`src/rtl/tsc_pkg.sv`:
```
// Shared constants and types for the tone shape classifier.
// Assumes 8-bit message bytes and a 4-field result record.
package tsc_pkg;
    localparam logic [7:0] MSG_HEAD  = 8'hFF;
    localparam logic [7:0] MSG_TAIL  = 8'hFE;
    localparam logic [7:0] SHAPE_SIN = 8'd0;
    localparam logic [7:0] SHAPE_TRI = 8'd1;
    localparam int         MSG_LEN   = 6;

    typedef struct packed {
        logic [7:0] shape_a;
        logic [7:0] freq_a;
        logic [7:0] shape_b;
        logic [7:0] freq_b;
    } tsc_result_t;
endpackage

```
`src/rtl/tsc_band_accum.sv`:
```
// Band energy accumulator.
// Maps each in-range bin to its band and sums the squared magnitudes of the
// bins in a band. When a band closes, it emits the band number and its sum.
// The end-of-frame strobe closes any open band and pulses end_v.
// Assumes bins arrive in rising order and that hold blocks all input.
module tsc_band_accum #(
    parameter int BIN_W      = 11,
    parameter int MAG_W      = 16,
    parameter int BAND_W     = 8,
    parameter int ACC_W      = 2*MAG_W + 4,
    parameter int BIN_LO     = 35,
    parameter int BIN_HI     = 999,
    parameter int BAND_MUL   = 100,
    parameter int BAND_SHIFT = 10
) (
    input  logic              clk,
    input  logic              rst_n,
    input  logic              hold,
    input  logic              bin_valid,
    input  logic [BIN_W-1:0]  bin_idx,
    input  logic [MAG_W-1:0]  bin_mag,
    input  logic              frame_done,
    output logic              close_v,
    output logic [BAND_W-1:0] close_band,
    output logic [ACC_W-1:0]  close_sum,
    output logic              end_v
);
    localparam int HALF = 1 << (BAND_SHIFT - 1);
    localparam int SQ_W = 2 * MAG_W;

    logic              in_rng;
    logic              take;
    logic              fin;
    logic [BAND_W-1:0] bin_band;
    logic [SQ_W-1:0]   sq;
    logic              open_q;
    logic [BAND_W-1:0] cur_band;
    logic [ACC_W-1:0]  acc;

    // Decode the range, the band number and the squared magnitude of this bin.
    always_comb begin
        in_rng   = (bin_idx >= BIN_W'(BIN_LO)) && (bin_idx <= BIN_W'(BIN_HI));
        bin_band = BAND_W'(((32'(bin_idx) * BAND_MUL) + HALF) >> BAND_SHIFT);
        sq       = SQ_W'(bin_mag) * SQ_W'(bin_mag);
        fin      = frame_done && !hold;
        take     = bin_valid && in_rng && !hold && !frame_done;
    end

    // Merge bins into the open band, close it on a band change or at end of frame.
    always_ff @(posedge clk) begin
        if (!rst_n) begin
            open_q     <= 1'b0;
            cur_band   <= '0;
            acc        <= '0;
            close_v    <= 1'b0;
            close_band <= '0;
            close_sum  <= '0;
            end_v      <= 1'b0;
        end else begin
            close_v <= 1'b0;
            end_v   <= 1'b0;
            if (fin) begin
                if (open_q) begin
                    close_v    <= 1'b1;
                    close_band <= cur_band;
                    close_sum  <= acc;
                end
                end_v  <= 1'b1;
                open_q <= 1'b0;
                acc    <= '0;
            end else if (take) begin
                if (open_q && (bin_band == cur_band)) begin
                    acc <= acc + ACC_W'(sq);
                end else begin
                    if (open_q) begin
                        close_v    <= 1'b1;
                        close_band <= cur_band;
                        close_sum  <= acc;
                    end
                    cur_band <= bin_band;
                    acc      <= ACC_W'(sq);
                    open_q   <= 1'b1;
                end
            end
        end
    end

    // a blocked cycle never produces a band close or an end pulse.
    p_hold_silent_r10: assert property (@(posedge clk) disable iff (!rst_n)
        hold |=> (!close_v && !end_v));
endmodule

```
`src/rtl/tsc_peak_pick.sv`:
```
// Two-strongest peak tracker and shape decision.
// Ranks closed bands by energy with strict comparisons. At end of frame it
// forms the ordered (shape, frequency) pair and then clears its state.
// Assumes a close that arrives with end_v belongs to the same frame.
module tsc_peak_pick
    import tsc_pkg::*;
#(
    parameter int BAND_W = 8,
    parameter int ACC_W  = 36,
    parameter int THR_SQ = 2129264
) (
    input  logic              clk,
    input  logic              rst_n,
    input  logic              close_v,
    input  logic [BAND_W-1:0] close_band,
    input  logic [ACC_W-1:0]  close_sum,
    input  logic              end_v,
    output logic              res_v,
    output tsc_result_t       res
);
    logic [ACC_W-1:0]  m0_s, m1_s, n0_s, n1_s;
    logic [BAND_W-1:0] m0_b, m1_b, n0_b, n1_b;
    tsc_result_t       res_n;

    function automatic logic [7:0] shape_of(input logic [ACC_W-1:0] s);
        return (s > ACC_W'(THR_SQ)) ? SHAPE_SIN : SHAPE_TRI;
    endfunction

    // Apply this cycle's close to the ranked pair.
    always_comb begin
        n0_s = m0_s; n0_b = m0_b;
        n1_s = m1_s; n1_b = m1_b;
        if (close_v) begin
            if (close_sum > m0_s) begin
                n1_s = m0_s;      n1_b = m0_b;
                n0_s = close_sum; n0_b = close_band;
            end else if (close_sum > m1_s) begin
                n1_s = close_sum; n1_b = close_band;
            end
        end
    end

    // Build the ordered result from the updated pair.
    always_comb begin
        if (n1_s == '0) begin
            res_n.shape_a = shape_of(n0_s); res_n.freq_a = 8'd0;
            res_n.shape_b = shape_of(n1_s); res_n.freq_b = 8'd0;
        end else if (n0_b < n1_b) begin
            res_n.shape_a = shape_of(n0_s); res_n.freq_a = 8'(n0_b);
            res_n.shape_b = shape_of(n1_s); res_n.freq_b = 8'(n1_b);
        end else begin
            res_n.shape_a = shape_of(n1_s); res_n.freq_a = 8'(n1_b);
            res_n.shape_b = shape_of(n0_s); res_n.freq_b = 8'(n0_b);
        end
    end

    // Hold the ranked pair, publish on end of frame and clear for the next frame.
    always_ff @(posedge clk) begin
        if (!rst_n) begin
            m0_s <= '0; m0_b <= '0; m1_s <= '0; m1_b <= '0;
            res_v <= 1'b0;
            res   <= '0;
        end else begin
            res_v <= 1'b0;
            if (end_v) begin
                res   <= res_n;
                res_v <= 1'b1;
                m0_s <= '0; m0_b <= '0; m1_s <= '0; m1_b <= '0;
            end else begin
                m0_s <= n0_s; m0_b <= n0_b; m1_s <= n1_s; m1_b <= n1_b;
            end
        end
    end

    // the top entry never holds less energy than the second.
    p_rank_order_r4: assert property (@(posedge clk) disable iff (!rst_n)
        m0_s >= m1_s);
    // a published result never places the higher band first.
    p_low_first_r6: assert property (@(posedge clk) disable iff (!rst_n)
        res_v |-> (res.freq_a <= res.freq_b));
endmodule

```
`src/rtl/tsc_msg_out.sv`:
```
// Message serializer.
// Loads a result and sends header, four fields and trailer, one byte per
// valid/ready transfer. Assumes load arrives only while idle.
module tsc_msg_out
    import tsc_pkg::*;
#(
    parameter int LEN = MSG_LEN
) (
    input  logic        clk,
    input  logic        rst_n,
    input  logic        load,
    input  tsc_result_t res,
    output logic        active,
    output logic        out_valid,
    input  logic        out_ready,
    output logic [7:0]  out_data
);
    localparam int IDX_W = $clog2(LEN);

    logic [LEN*8-1:0] frame_q;
    logic [IDX_W-1:0] idx;

    // Present the byte at the current position.
    always_comb begin
        out_valid = active;
        out_data  = frame_q[(LEN-1-int'(idx))*8 +: 8];
    end

    // Capture a message on load and step through it on each transfer.
    always_ff @(posedge clk) begin
        if (!rst_n) begin
            active  <= 1'b0;
            idx     <= '0;
            frame_q <= '0;
        end else if (load && !active) begin
            frame_q <= {MSG_HEAD, res.shape_a, res.freq_a, res.shape_b, res.freq_b, MSG_TAIL};
            idx     <= '0;
            active  <= 1'b1;
        end else if (active && out_ready) begin
            if (idx == IDX_W'(LEN-1)) begin
                active <= 1'b0;
                idx    <= '0;
            end else begin
                idx <= idx + 1'b1;
            end
        end
    end

    // a stalled byte stays offered and unchanged.
    p_stall_hold_r8: assert property (@(posedge clk) disable iff (!rst_n)
        (out_valid && !out_ready) |=> (out_valid && $stable(out_data)));
    // every message opens with the header byte.
    p_header_first_r8: assert property (@(posedge clk) disable iff (!rst_n)
        $rose(out_valid) |-> (out_data == MSG_HEAD));
    // a new result never lands on a message still in flight.
    p_load_idle_r10: assert property (@(posedge clk) disable iff (!rst_n)
        load |-> !active);
endmodule

```
`src/rtl/tone_shape_classifier.sv`:
```
// Top of the tone shape classifier.
// Chains the band accumulator, the peak tracker and the message serializer.
// Blocks input from an accepted end of frame until the message drains.
module tone_shape_classifier
    import tsc_pkg::*;
#(
    parameter int BIN_W  = 11,
    parameter int MAG_W  = 16,
    parameter int BAND_W = 8,
    parameter int BIN_LO = 35,
    parameter int BIN_HI = 999,
    parameter int THR_SQ = 2129264
) (
    input  logic             clk,
    input  logic             rst_n,
    input  logic             bin_valid,
    input  logic [BIN_W-1:0] bin_idx,
    input  logic [MAG_W-1:0] bin_mag,
    input  logic             frame_done,
    output logic             out_valid,
    input  logic             out_ready,
    output logic [7:0]       out_data
);
    localparam int ACC_W = 2*MAG_W + 4;

    logic              close_v, end_v, res_v, tx_active, busy;
    logic [BAND_W-1:0] close_band;
    logic [ACC_W-1:0]  close_sum;
    tsc_result_t       res;

    // Blocked while a frame's result is in the pipe or on the port.
    always_comb busy = end_v || res_v || tx_active;

    tsc_band_accum #(
        .BIN_W(BIN_W), .MAG_W(MAG_W), .BAND_W(BAND_W), .ACC_W(ACC_W),
        .BIN_LO(BIN_LO), .BIN_HI(BIN_HI), .BAND_MUL(100), .BAND_SHIFT(10)
    ) u_accum (
        .clk(clk), .rst_n(rst_n), .hold(busy),
        .bin_valid(bin_valid), .bin_idx(bin_idx), .bin_mag(bin_mag),
        .frame_done(frame_done),
        .close_v(close_v), .close_band(close_band), .close_sum(close_sum),
        .end_v(end_v)
    );

    tsc_peak_pick #(
        .BAND_W(BAND_W), .ACC_W(ACC_W), .THR_SQ(THR_SQ)
    ) u_peak (
        .clk(clk), .rst_n(rst_n),
        .close_v(close_v), .close_band(close_band), .close_sum(close_sum),
        .end_v(end_v), .res_v(res_v), .res(res)
    );

    tsc_msg_out #(.LEN(MSG_LEN)) u_out (
        .clk(clk), .rst_n(rst_n), .load(res_v), .res(res),
        .active(tx_active), .out_valid(out_valid), .out_ready(out_ready),
        .out_data(out_data)
    );
endmodule

```
`config.mk`:
```
export PLATFORM = sky130hd
export DESIGN_NAME = tone_shape_classifier
export DESIGN_NICKNAME = d
export VERILOG_FILES = /design/src/rtl/tsc_pkg.sv /design/src/rtl/tsc_band_accum.sv /design/src/rtl/tsc_peak_pick.sv /design/src/rtl/tsc_msg_out.sv /design/src/rtl/tone_shape_classifier.sv
export SDC_FILE = /design/constraint.sdc
export NUM_CORES = 1
export LEC_CHECK = 0
export ABC_CLOCK_PERIOD_IN_PS = 14500
export BUFFER_PORTS_ARGS = -buffer_cell sky130_fd_sc_hd__buf_4
export CAP_MARGIN = 25
export CORE_UTILIZATION = 27
export CTS_CLUSTER_SIZE = 12
export DETAILED_ROUTE_END_ITERATION = 10
export MAX_ROUTING_LAYER = met4
export PLACE_DENSITY = 0.49
export SYNTH_ARGS = -nofsm -noshare
export SYNTH_HDL_FRONTEND = slang
export SYNTH_SLANG_ARGS = --single-unit
```
`constraint.sdc`:
```
create_clock -name clk -period 14.5 [get_ports clk]
set_input_delay 2.9 -clock clk [delete_from_list [all_inputs] [get_ports clk]]
set_output_delay 2.9 -clock clk [all_outputs]
set_load 0.05 [all_outputs]
```
# ---- Word-level counts from Yosys, hierarchy flattened
# Cells that the tools add are included.
dict set report word_totals {
  elab_cells 96
  output_inout_bits 9
  in_bits 32
  regBits 256
}
dict set report classes {
  muxes 33
  n_mul 2
  bitwise_logic 3
  n_eq_ne 3
  n_reduce_logical 24
  magnitude_cmp 7
  n_shift 1
  add_sub_neg 4
}
# operator n
set op_table {}
lappend op_table {{$mux W36} 10}
lappend op_table {{$gt A36 B22 Y1 const B} 2}
lappend op_table {{$gt A36 B36 Y1} 2}
lappend op_table {{$mux W8} 9}
lappend op_table {{$mux W32} 2}
lappend op_table {{$shiftx A48 B7 Y8} 1}
lappend op_table {{$add A36 B32 Y36} 1}
lappend op_table {{$logic_not A36 Y1} 1}
lappend op_table {{$mul A16 B16 Y32} 1}
lappend op_table {{$add A18 B10 Y18 const B} 1}
lappend op_table {{$mul A11 B5 Y16 const B} 1}
lappend op_table {{$ge A11 B6 Y1 const B} 1}
lappend op_table {{$le A11 B10 Y1 const B} 1}
lappend op_table {{$mux W1} 11}
lappend op_table {{$eq A8 B8 Y1} 1}
lappend op_table {{$logic_and A1 B1 Y1} 8}
lappend op_table {{$lt A8 B8 Y1} 1}
lappend op_table {{$reduce_and A2 Y1} 3}
lappend op_table {{$reduce_bool A2 Y1} 3}
lappend op_table {{$reduce_or A2 Y1} 3}
lappend op_table {{$sub A3 B3 Y4 const A} 1}
lappend op_table {{$add A3 B1 Y3 const B} 1}
lappend op_table {{$eq A3 B3 Y1 const B} 1}
lappend op_table {{$logic_not A1 Y1} 3}
lappend op_table {{other kinds (5)} 8}

# ---- Depth between registers and ports, before layout
# Gate-level depths: netlist of the first run.
dict set report depth {
  ltp_word 8
  mapped_depth 38
}

# ---- By module
# A second synthesis of the first run with hierarchy kept.
dict set report unflattened {
  cells_unflattened 2836
  hier_area_um2 23658.9
}
# module n_inst cells_per_inst seq_area_each_um2 area_each_um2
set by_module_without_submodules {}
lappend by_module_without_submodules {tsc_band_accum 1 1765 1821.7 15004.4}
lappend by_module_without_submodules {tsc_peak_pick 1 858 2142.1 6835.3}
lappend by_module_without_submodules {tsc_msg_out 1 212 740.7 1813.0}
lappend by_module_without_submodules {tone_shape_classifier 1 1 0.0 6.3}

# ---- Worst setup path after synthesis of the first run
# No wires, ideal clock.
dict set report synth_path {
  path_type {in2reg}
  start {in bin_mag[1]}
  end {reg u_accum.acc[32]}
  slack_ns 3.401
  cell_stages 35
  t_arrival_ns 11.024
  setup_time_ns 0.075
  cell_sequence {clkbuf_1 > clkbuf_1 > nand2_1 > fa_1 > fa_1 > inv_1 > fa_1 > fa_1 > fa_1 > inv_1 > fa_1 > inv_1 > ha_1 > and2_1 > o21ai_0 > a21boi_0 > a311o_1 > o21a_1 > o21ai_0 > nand2_1 > a31oi_1 > xnor2_1 > ha_1 > inv_1 > or3_1 > nor2_1 > nand3_1 > a21oi_1 > o211ai_1 > nand2b_1 > o41ai_1 > o21a_1 > o21a_1 > or4b_2 > a31oi_1}
}
dict set report synth_via {
  elab_chain_len 3
}
# element line_no
set synth_rtl {}
lappend synth_rtl {{start, declared} tone_shape_classifier.sv:18} ;# input logic [MAG_W-1:0] bin_mag,
lappend synth_rtl {{$mul A16 B16 Y32} tsc_band_accum.sv:44} ;# sq = SQ_W'(bin_mag) * SQ_W'(bin_mag);
lappend synth_rtl {{$add A36 B32 Y36} tsc_band_accum.sv:73} ;# acc <= acc + ACC_W'(sq);
lappend synth_rtl {{$mux W36} tsc_band_accum.sv:72} ;# if (open_q && (bin_band == cur_band)) begin
lappend synth_rtl {{end signal, assigned} tsc_band_accum.sv:73}
lappend synth_rtl {{end signal, assigned} tsc_band_accum.sv:81} ;# acc <= ACC_W'(sq);
lappend synth_rtl {{end, declared} tsc_band_accum.sv:38} ;# logic [ACC_W-1:0] acc;
# Every way passes these cells.
# A chain may end at the register's enable or synchronous reset.

# ---- Worst setup path after layout of the first run
dict set report layout_path {
  start {in bin_mag[4]}
  end {reg u_accum.acc[32]}
}
# The elaborated chain is that of the path after synthesis.

==> implementation parameters, run 1 <==
Parameter                              Value

Status
  Result of the run    completed

Synth
  Sequential area share after synthesis    20.3%
  Number of enable flip-flop cells after synthesis    0
  Yosys warns    0
  Post-synth top flop    dfxtp_1
  Total standard cell area after synthesis    21,800 um2
  Number of instances in the synthesized netlist    2,621
  Flip-flop and latch count after synthesis    221
  Cell types occupying the most area after synthesis    dfxtp_1 20%, fa_1 15%, ha_1 15%, nand2_1 6.5%, inv_1 6.4%
  Leading area contributor after synthesis    dfxtp_1
  Library cells used by synthesis    83
  Avg Inst Size Synth    8.31 um2
  FFs w/ async S/R, synth    0%
  Number of nets produced by synthesis    3,087
  Post-synth top area share    20.3%

Cells and area
  Number of nets in the layout    3,063
  Core utilization of the finished layout    30.2%
  Layout Cells excl Fill    3,666
  Number of fill cells in the layout    8,648
  Layout Area Growth over Synthesis    10.2%
  Diode insertion count for antenna repair    0
  Layout cells sized above 1    5.39%

Floorplanning
  Vertical die dimension    286 um
  X dimension of the die    286 um
  Total number of placement rows    103
  Count of pins on the block boundary    41
  Initial core utilization    27.4%
  Core area    79,400 um2
  Area of the die    81,800 um2

Setup path
  Kind of cell adding the most delay to the critical path    adder cells
  WS Path Type    in2reg
  CP Data Arrival Time    11,400 ps
  Critical Path Source Type    primary input
  WP data required    14,980 ps
  Cell at the slowest stage of the critical path    or4b_2
  Largest fanout on the critical path    18
  CP most frequent cell    fa_1
  WP buf/inv    5
  Maximum single-stage delay on the critical path    630 ps
  Kind of capture point of the worst setup path    flop

Route
  Detail-routed via count per cell    4.67
  DRC violations left    0
  Iteration-0 DRC Markers    859
  Vias post-DR    17,125
  DRT Pass-1 Iters    5
  Final antenna-violating net count    0
  Wire length after detailed routing    56.0 mm
  Drt wl/cell    15.3 um

Power
  Logic pwr share    76.3%
  Net switching power figure    2710 uW
  Cell-internal power    2790 uW
  Power density over the cells    229 nW/um2
  Max rail drop VDD    0.269 mV
  Clk network pwr share    12.3%
  Part of the total power dissipated in sequential elements    11.4%
  Net switching share of the total power    49.3%
  Static leakage    0.0106 uW

CTS
  CTS buffer count    26
  TritonCTS clock tree    yes
  Source-to-sink clock delay at the later pin of the worst-skew pair    560 ps
  Buffer count from post-CTS setup fixing    0
  Clock slew at reported path FFs    60 ps
  Root Driver    clkbuf_16
  Buffers from clock root to sink, at most    3
  Number of instances resized during post-cts repair    0
  Cts-stage hold buffer count    0
  Clock sink total    221
  Clock H-tree levels    1

Place
  Placer congestion estimate    0.843
  Setup WS pre-CTS    2990 ps
  # port buffers    40
  Detailed-placement wirelength estimate    43.8 mm
  Number of cells after detailed placement    3,619

Timing
  RSZ-0062 raised after global routing    no
  Worst slew margin relative to its limit    32.5%
  Portion of the clock cycle consumed by the worst path in the final layout    75.3%
  Setup TNS    0 ps
  Final setup violation count    0
  Number of hold-slack violations in the final timing report    0
  Final clock skew    26.8 ps
  Actual transition at the worst max-transition pin    1010 ps
  Crit path setup slack, layout    3580 ps
  Final critical delay including setup and external delays    10,920 ps
  Number of slew-limit violations in the final report    0
  Achievable clock frequency    91.6 MHz
  Worst hold slack    454 ps

Global route
  Total global-route track usage    14.2%
  Number of global-route vias before repair    16,977
  Number of antenna violations at the first check in global routing    0
  First-pass GRT wire length    92.8 mm
  Pin count of the biggest net entering global routing    82
  Overflow left after global routing    0

Job
  Number of violations of the max-capacitance limit    0

Hold path
  Hold WC Path Type    reg2reg
==> cell usage in the layout, fill, tap and decap left out, drive strengths merged, types with 10 or more instances in the layout <==
cell type    n
nand2      379
inv        376
ha         266
dfxtp      221
fa         168
a21oi      165
nor2       106
mux2i       96
o21ai       90
and2        74
nand3       68
xnor2       57
buf         56
clkbuf      38
nand4       30
o221ai      29
a21o        27
xor2        25
nor2b       24
a21boi      23
nand2b      21
nor3        20
a31oi       17
and3        16
o22ai       16
nor4        16
a211oi      16
o21a        15
or3         15
o211ai      11
or2         10
o221a       10
==> routing by layer <==
| metal | vias to the layer above | routed length, um | global-route usage [%] |
|---|---|---|---|
| met5 | - | 0 | - |
| met3 | 58 | 1040 | 0.686 |
| met2 | 164 | 25600 | 22.8 |
| li1 | 8781 | - | - |
| met1 | 8122 | 28400 | 19.7 |
| met4 | 0 | 903 | 3.02 |
==> tightest hold or removal path: cells and delay by family, from the launching register on <==
family          cells  cell delay [ps]
simple gates        1               50
compound gates      1               50
flops               1              310
==> layout make-up <==
type | count | area (um2) | area share, %
clock buffer | 38 | 756 | 3.15
tap | 1050 | 1310 | 5.47
inverter | 376 | 1410 | 5.88
sequential | 221 | 4420 | 18.4
multi-input combinational | 1916 | 15500 | 64.8
clock inverter | 9 | 130 | 0.542
timing repair buffer | 56 | 420 | 1.75
==> path summary, 6_finish.rpt <==
check	startpoint	end	slack [ps]	cells past startpoint
worst min register to register	u_peak.m0_s[17]$_SDFF_PP0_	u_peak.m0_s[17]$_SDFF_PP0_	450	2
worst max register to register	u_peak.m0_s[34]$_SDFF_PP0_	u_peak.res[20]$_SDFFE_PN0P_	8950	19
worst min-delay path	u_peak.m0_s[17]$_SDFF_PP0_	u_peak.m0_s[17]$_SDFF_PP0_	450	2
worst max-delay path	bin_mag[4]	u_accum.acc[32]$_SDFFE_PP0P_	3580	34
==> power by group through the flow <==
stage	clock network, uW	logic [uW]	registers, uW
floorplan	0	3340	636
global placement	0	4220	640
detailed placement	0	4210	640
CTS	699	4240	626
global route	720	4810	627
finish	678	4200	626
==> registers in the layout, summed over array words and instances (netlist names) <==
signal / flops
u_accum.acc: 36
u_out.active: 1
u_out.frame_q: 19
u_accum.close_band: 8
u_accum.close_v: 1
u_accum.cur_band: 8
u_peak.res_v: 1
u_peak.m0_b: 8
u_accum.open_q: 1
u_peak.res: 18
u_peak.m0_s: 36
u_out.idx: 3
u_peak.m1_s: 36
u_accum.end_v: 1
u_accum.close_sum: 36
u_peak.m1_b: 8
==> synth_stat cells (21+ instances only) <==
cell type  number
nand2_1       379
inv_1         374
ha_1          266
dfxtp_1       221
fa_1          168
a21oi_1       165
nor2_1        105
mux2i_1        96
o21ai_0        87
clkbuf_1       83
and2_1         72
nand3_1        68
xnor2_1        57
nand4_1        30
o221ai_1       29
a21o_1         27
xor2_1         25
nor2b_1        24
a21boi_0       23
nand2b_1       21
==> cells by family after synthesis <==
group | count (synthesis) | synth area share, %
fa+ha+maj | 434 | 30.7
xor+xnor | 84 | 3.51
flops | 221 | 20.3
mux | 97 | 4.47
simple gates | 807 | 17.6
compound gates | 494 | 14.8
buf+inv | 484 | 8.51
==> metrics by stage <==
stage | total power, uW | instance area, um2
2_1_floorplan | 3980 | 21800
3_3_place_gp | 4860 | 23100
3_5_place_dp | 4850 | 23100
4_1_cts | 5570 | 24000
5_1_grt | 6160 | 24000
6_report | 5500 | 24000
Note: power is estimated with default switching activity, not from simulation.
==> run 2, diff against run 1 <==
--- a/config.mk
+++ b/config.mk
@@ -5,7 +5,7 @@
 export SDC_FILE = /design/constraint.sdc
 export NUM_CORES = 1
 export LEC_CHECK = 0
-export ABC_CLOCK_PERIOD_IN_PS = 14500
+export ABC_CLOCK_PERIOD_IN_PS = 11300
 export BUFFER_PORTS_ARGS = -buffer_cell sky130_fd_sc_hd__buf_4
 export CAP_MARGIN = 25
 export CORE_UTILIZATION = 27
==> constraint.sdc (replaced) <==
create_clock -name clk -period 11.3 [get_ports clk]
set_input_delay 2.26 -clock clk [delete_from_list [all_inputs] [get_ports clk]]
set_output_delay 2.26 -clock clk [all_outputs]
set_load 0.05 [all_outputs]
==> implementation parameters, run 2 (same netlist as run 1, synthesis figures left out) <==
Parameter                              Value

Floorplanning
  Core area    79,400 um2 (unchanged)
  Initial core utilization    27.4% (unchanged)
  X dimension of the die    286 um (unchanged)
  Vertical die dimension    286 um (unchanged)
  Total number of placement rows    103 (unchanged)
  Area of the die    81,800 um2 (unchanged)
  Count of pins on the block boundary    41 (unchanged)

CTS
  Buffer count from post-CTS setup fixing    0 (unchanged)
  Clock sink total    221 (unchanged)
  Source-to-sink clock delay at the later pin of the worst-skew pair    540 ps (was 560 ps)
  Root Driver    clkbuf_16 (unchanged)
  Clock slew at reported path FFs    60 ps (about the same)
  Cts-stage hold buffer count    0 (unchanged)
  CTS buffer count    25 (was 26)
  Clock H-tree levels    1 (unchanged)
  Buffers from clock root to sink, at most    3 (unchanged)
  Number of instances resized during post-cts repair    0 (unchanged)
  TritonCTS clock tree    yes (unchanged)

Global route
  Overflow left after global routing    0 (unchanged)
  Total global-route track usage    14.1% (was 14.2%)
  Pin count of the biggest net entering global routing    82 (unchanged)
  First-pass GRT wire length    92.6 mm (was 92.8 mm)
  Number of antenna violations at the first check in global routing    0 (unchanged)
  Number of global-route vias before repair    17,074 (was 16,977)

Cells and area
  Area occupied by multi-input gates    15,500 um2 (unchanged)
  Diode insertion count for antenna repair    0 (unchanged)
  Layout Area Growth over Synthesis    9.86% (was 10.2%)
  Most common cell after layout, fill and taps aside    nand2_1 (unchanged)
  Most frequent cells in the layout    378 x nand2_1, 374 x inv_1, 266 x ha_1 (unchanged)
  Layout cells sized above 1    5.28% (was 5.39%)
  Number of fill cells in the layout    8,609 (was 8,648)
  Number of nets in the layout    3,062 (was 3,063)
  Layout Cells excl Fill    3,662 (was 3,666)
  Sequential Area    4420 um2 (unchanged)

Timing
  RSZ-0062 raised after global routing    no (unchanged)
  Achievable clock frequency    97.0 MHz
  Final critical delay including setup and external delays    10,310 ps
  Number of hold-slack violations in the final timing report    0 (unchanged)
  Final clock skew    18.6 ps (was 26.8 ps)
  Setup TNS    0 ps (unchanged)
  Crit path setup slack, layout    989 ps (was 3580 ps)
  Portion of the clock cycle consumed by the worst path in the final layout    91.2%
  Number of slew-limit violations in the final report    0 (unchanged)
  Actual transition at the worst max-transition pin    1010 ps (about the same)
  Final setup violation count    0 (unchanged)
  Worst slew margin relative to its limit    32.7% (was 32.5%)

Setup path
  Largest fanout on the critical path    18 (unchanged)
  CP Data Arrival Time    10,780 ps (was 11,400 ps)
  Critical Path Source Type    primary input (unchanged)
  WP data required    11,770 ps (was 14,980 ps)
  Maximum single-stage delay on the critical path    630 ps (about the same)
  CP most frequent cell    fa_1 (unchanged)
  Kind of capture point of the worst setup path    flop (unchanged)
  Cell at the slowest stage of the critical path    or4b_2 (unchanged)
  WS Path Type    in2reg (unchanged)

Route
  DRC violations left    0 (unchanged)
  Detail Route met2 WL    26.0 mm (was 25.6 mm)
  Highest routed layer    met4 (unchanged)
  DRT Pass-1 Iters    5 (unchanged)
  Iteration-0 DRC Markers    766 (was 859)
  Met1 wire length    28.3 mm (was 28.4 mm)
  Final antenna-violating net count    0 (unchanged)
  Vias post-DR    17,102 (was 17,125)
  Metal3 WL    996 um (was 1.04 mm)
  Drt wl/cell    15.3 um (about the same)
  Wire length after detailed routing    56.0 mm (about the same)
  Detail-routed via count per cell    4.67 (about the same)

Power
  Power density over the cells    294 nW/um2 (was 229 nW/um2)
  Static leakage    0.0106 uW (about the same)
  Max rail drop VDD    0.344 mV (was 0.269 mV)

Place
  Number of cells after detailed placement    3,619 (unchanged)
  Placer congestion estimate    0.843 (unchanged)
  Setup WS pre-CTS    412 ps (was 2990 ps)
  # port buffers    40 (unchanged)
  Detailed-placement wirelength estimate    44.0 mm (was 43.8 mm)

Hold path
  Hold WC Path Type    reg2reg (unchanged)

Status
  Result of the run    completed (unchanged)

Job
  Number of violations of the max-capacitance limit    0 (unchanged)
run 2: cell types whose count changed in the layout (fill, tap and decap cells not counted):
cell,delta
clkbuf_8,-2
clkbuf_16,-1
clkinv_2,+1
clkinv_16,-1
inv_6,-1
clkbuf_1,-1
clkinvlp_4,+1
run 2: final timing paths:
path / slack, ps / cells after the start / endpoint / from
worst max-delay path: 990 / 34 / u_accum.acc[32]$_SDFFE_PP0P_ / bin_mag[4]
worst min-delay path: 450 / 2 / u_peak.m0_s[17]$_SDFF_PP0_ / u_peak.m0_s[17]$_SDFF_PP0_
worst max register to register: 5740 / 16 / u_peak.res[22]$_SDFFE_PN0P_ / u_peak.m0_s[34]$_SDFF_PP0_
worst min register to register: 450 / 2 / u_peak.m0_s[17]$_SDFF_PP0_ / u_peak.m0_s[17]$_SDFF_PP0_
run 2: report_power, final:
part	switching, uW	internal (uW)	total, uW	leakage [uW]
sequential	12.2	791	803	0.00178
clock	339	477	816	0.000391
combinational	3130	2280	5400	0.00843
total	3480	3540	7020	0.0106
run 2: layout make-up:
| cell class | instances | area share, % |
|---|---|---|
| Clock buffer | 34 | 2.92 |
| Clock inverter | 9 | 0.434 |
| Inverter | 376 | 5.90 |
| Multi-Input combinational cell | 1916 | 65.0 |
| Sequential cell | 221 | 18.5 |
| Tap cell | 1050 | 5.49 |
| Timing Repair Buffer | 56 | 1.76 |
run 2: worst max-delay path, delay by kind of cell:
kind,cells,cell delay [ps]
buffers and inverters,5,420
adders and majority gates,8,3770
xor gates and xnor gates,1,110
and+or+nand+nor,8,1890
AOI/OAI and AO/OA,12,2310
run 2: per-layer routing:
metal	global-route usage, %	up-vias
met1	19.4	8094
met2	23.1	188
met3	0.654	49
met5	-	-
li1	-	8771
met4	2.51	0
run 2: metrics by stage:
stage | total power [uW] | cell area, um2 | util [%] | hold slack [ps]
after floorplan | 5110 | 21800 | - | 425
after global placement | 6240 | 23100 | 29.1 | 445
after detailed placement | 6220 | 23100 | 29.1 | 448
after CTS | 7090 | 23900 | 30.1 | 456
after global routing | 7840 | 23900 | 30.1 | 471
final | 7020 | 23900 | 30.1 | 455
==> run 3, diff against run 2 <==
--- a/config.mk
+++ b/config.mk
@@ -5,7 +5,7 @@
 export SDC_FILE = /design/constraint.sdc
 export NUM_CORES = 1
 export LEC_CHECK = 0
-export ABC_CLOCK_PERIOD_IN_PS = 11300
+export ABC_CLOCK_PERIOD_IN_PS = 11500
 export BUFFER_PORTS_ARGS = -buffer_cell sky130_fd_sc_hd__buf_4
 export CAP_MARGIN = 25
 export CORE_UTILIZATION = 27
==> constraint.sdc (replaced) <==
create_clock -name clk -period 11.5 [get_ports clk]
set_input_delay 2.3 -clock clk [delete_from_list [all_inputs] [get_ports clk]]
set_output_delay 2.3 -clock clk [all_outputs]
set_load 0.05 [all_outputs]
==> implementation parameters, run 3 (same netlist as run 1, synthesis figures left out) <==
Parameter                              Value

CTS
  Clock slew at reported path FFs    60 ps (about the same)
  Root Driver    clkbuf_16 (unchanged)
  Buffers from clock root to sink, at most    3 (unchanged)
  Clock sink total    221 (unchanged)
  Cts-stage hold buffer count    0 (unchanged)
  Buffer count from post-CTS setup fixing    0 (unchanged)
  Clock H-tree levels    1 (unchanged)
  CTS buffer count    26 (was 25)
  Number of instances resized during post-cts repair    0 (unchanged)
  Source-to-sink clock delay at the later pin of the worst-skew pair    550 ps (was 540 ps)
  TritonCTS clock tree    yes (unchanged)

Setup path
  Cell at the slowest stage of the critical path    or4b_2 (unchanged)
  Maximum single-stage delay on the critical path    630 ps (about the same)
  Kind of capture point of the worst setup path    flop (unchanged)
  WP data required    11,970 ps (was 11,770 ps)
  Largest fanout on the critical path    18 (unchanged)
  CP most frequent cell    fa_1 (unchanged)
  Critical Path Source Type    primary input (unchanged)
  Length in cells of the worst reg-to-reg path    16 (unchanged)
  WS Path Type    in2reg (unchanged)
  CP Data Arrival Time    10,780 ps (about the same)

Timing
  Number of slew-limit violations in the final report    0 (unchanged)
  Final critical delay including setup and external delays    10,310 ps
  Worst hold slack    456 ps (was 455 ps)
  Portion of the clock cycle consumed by the worst path in the final layout    89.7%
  Setup TNS    0 ps (unchanged)
  Worst slew margin relative to its limit    32.9% (was 32.7%)
  Final setup violation count    0 (unchanged)
  Achievable clock frequency    97.0 MHz
  Number of hold-slack violations in the final timing report    0 (unchanged)
  RSZ-0062 raised after global routing    no (unchanged)
  Final clock skew    12.3 ps (was 18.6 ps)
  Actual transition at the worst max-transition pin    1010 ps (about the same)

Floorplanning
  Initial core utilization    27.4% (unchanged)
  Core area    79,400 um2 (unchanged)
  Vertical die dimension    286 um (unchanged)
  Count of pins on the block boundary    41 (unchanged)
  X dimension of the die    286 um (unchanged)
  Total number of placement rows    103 (unchanged)
  Area of the die    81,800 um2 (unchanged)

Global route
  Number of antenna violations at the first check in global routing    0 (unchanged)
  Pin count of the biggest net entering global routing    82 (unchanged)
  Total global-route track usage    14.1% (about the same)
  First-pass GRT wire length    92.9 mm (was 92.6 mm)
  Number of global-route vias before repair    17,139 (was 17,074)
  Overflow left after global routing    0 (unchanged)

Route
  Final antenna-violating net count    0 (unchanged)
  Iteration-0 DRC Markers    810 (was 766)
  Vias post-DR    17,150 (was 17,102)
  Drt wl/cell    15.3 um (about the same)
  DRT Pass-1 Iters    5 (unchanged)
  DRC violations left    0 (unchanged)
  Wire length after detailed routing    56.1 mm (was 56.0 mm)
  Detail-routed via count per cell    4.68 (was 4.67)

Power
  Static leakage    0.0106 uW (about the same)
  Max rail drop VDD    0.352 mV (was 0.344 mV)
  Power density over the cells    289 nW/um2 (was 294 nW/um2)

Cells and area
  Layout cells sized above 1    5.39% (was 5.28%)
  Most frequent cells in the layout    378 x nand2_1, 374 x inv_1, 266 x ha_1 (unchanged)
  Number of nets in the layout    3,063 (was 3,062)
  Most common cell after layout, fill and taps aside    nand2_1 (unchanged)
  Diode insertion count for antenna repair    0 (unchanged)
  Layout Area Growth over Synthesis    10.1% (was 9.86%)
  Number of fill cells in the layout    8,631 (was 8,609)

Place
  # port buffers    40 (unchanged)
  Detailed-placement wirelength estimate    43.9 mm (was 44.0 mm)
  Placer congestion estimate    0.845 (was 0.843)

Hold path
  Hold WC Path Type    reg2reg (unchanged)
  WHS Path Cells    2 (unchanged)

Job
  Number of violations of the max-capacitance limit    0 (unchanged)

Status
  Result of the run    completed (unchanged)
run 3: cell types whose count changed in the layout (fill, tap and decap cells not counted):
cell | before | now
clkbuf_8 | 4 | 5
clkbuf_16 | 25 | 26
clkinvlp_4 | 2 | 1
clkinv_4 | 0 | 1
clkinv_8 | 0 | 1
clkbuf_1 | 5 | 6
run 3: stage by stage:
stage / cells / util [%] / instance area [um2] / power [uW] / worst slack [ps]
3_5_place_dp: 3619 / 29.1 / 23100 / 6120 / 616
5_1_grt: 3666 / 30.2 / 24000 / 7730 / 593
4_1_cts: 3666 / 30.2 / 24000 / 7010 / 1160
6_report: 3666 / 30.2 / 24000 / 6930 / 1190
3_3_place_gp: 3619 / 29.1 / 23100 / 6130 / 753
2_1_floorplan: 2621 / - / 21800 / 5020 / 1000
run 3: report_power, final:
part           switching, uW  total [uW]  internal (uW)
sequential              12.1         790            777
clock                    344         839            495
combinational           3060        5300           2240
run 3: worst max-delay path, delay by kind of cell:
kind | cells | cell delay [ps]
buffers and inverters | 5 | 430
adder cells (fa/ha/maj) | 8 | 3760
XOR/XNOR | 1 | 110
AO/OA/AOI/OAI | 12 | 2260
AND/OR/NAND/NOR | 8 | 1880
run 3: worst paths after layout:
| path | slack [ps] | from | end |
|---|---|---|---|
| min reg2reg | 460 | u_peak.m0_s[10]$_SDFF_PP0_ | u_peak.m0_s[10]$_SDFF_PP0_ |
| max reg2reg | 5900 | u_peak.m0_s[34]$_SDFF_PP0_ | u_peak.res[22]$_SDFFE_PN0P_ |
| max | 1190 | bin_mag[4] | u_accum.acc[32]$_SDFFE_PP0P_ |
| min | 460 | u_peak.m0_s[10]$_SDFF_PP0_ | u_peak.m0_s[10]$_SDFF_PP0_ |
run 3: layer usage:
layer | global-route usage, % | part of all wire (%) | up-vias
met5 | - | 0 | -
met4 | 2.83 | 1.6 | 0
met3 | 0.662 | 1.5 | 56
met2 | 23.0 | 46 | 148
met1 | 19.4 | 51 | 8154
li1 | - | - | 8792
run 3: cell type report:
cell class	count	area, um2	share of cell area [%]
inverters	376	1410	5.89
flip-flops and latches	221	4420	18.5
clock buffers	37	742	3.09
multi-input cells	1916	15500	64.8
clock inverters	10	121	0.506
repair buffers	56	420	1.75
well taps	1050	1310	5.48
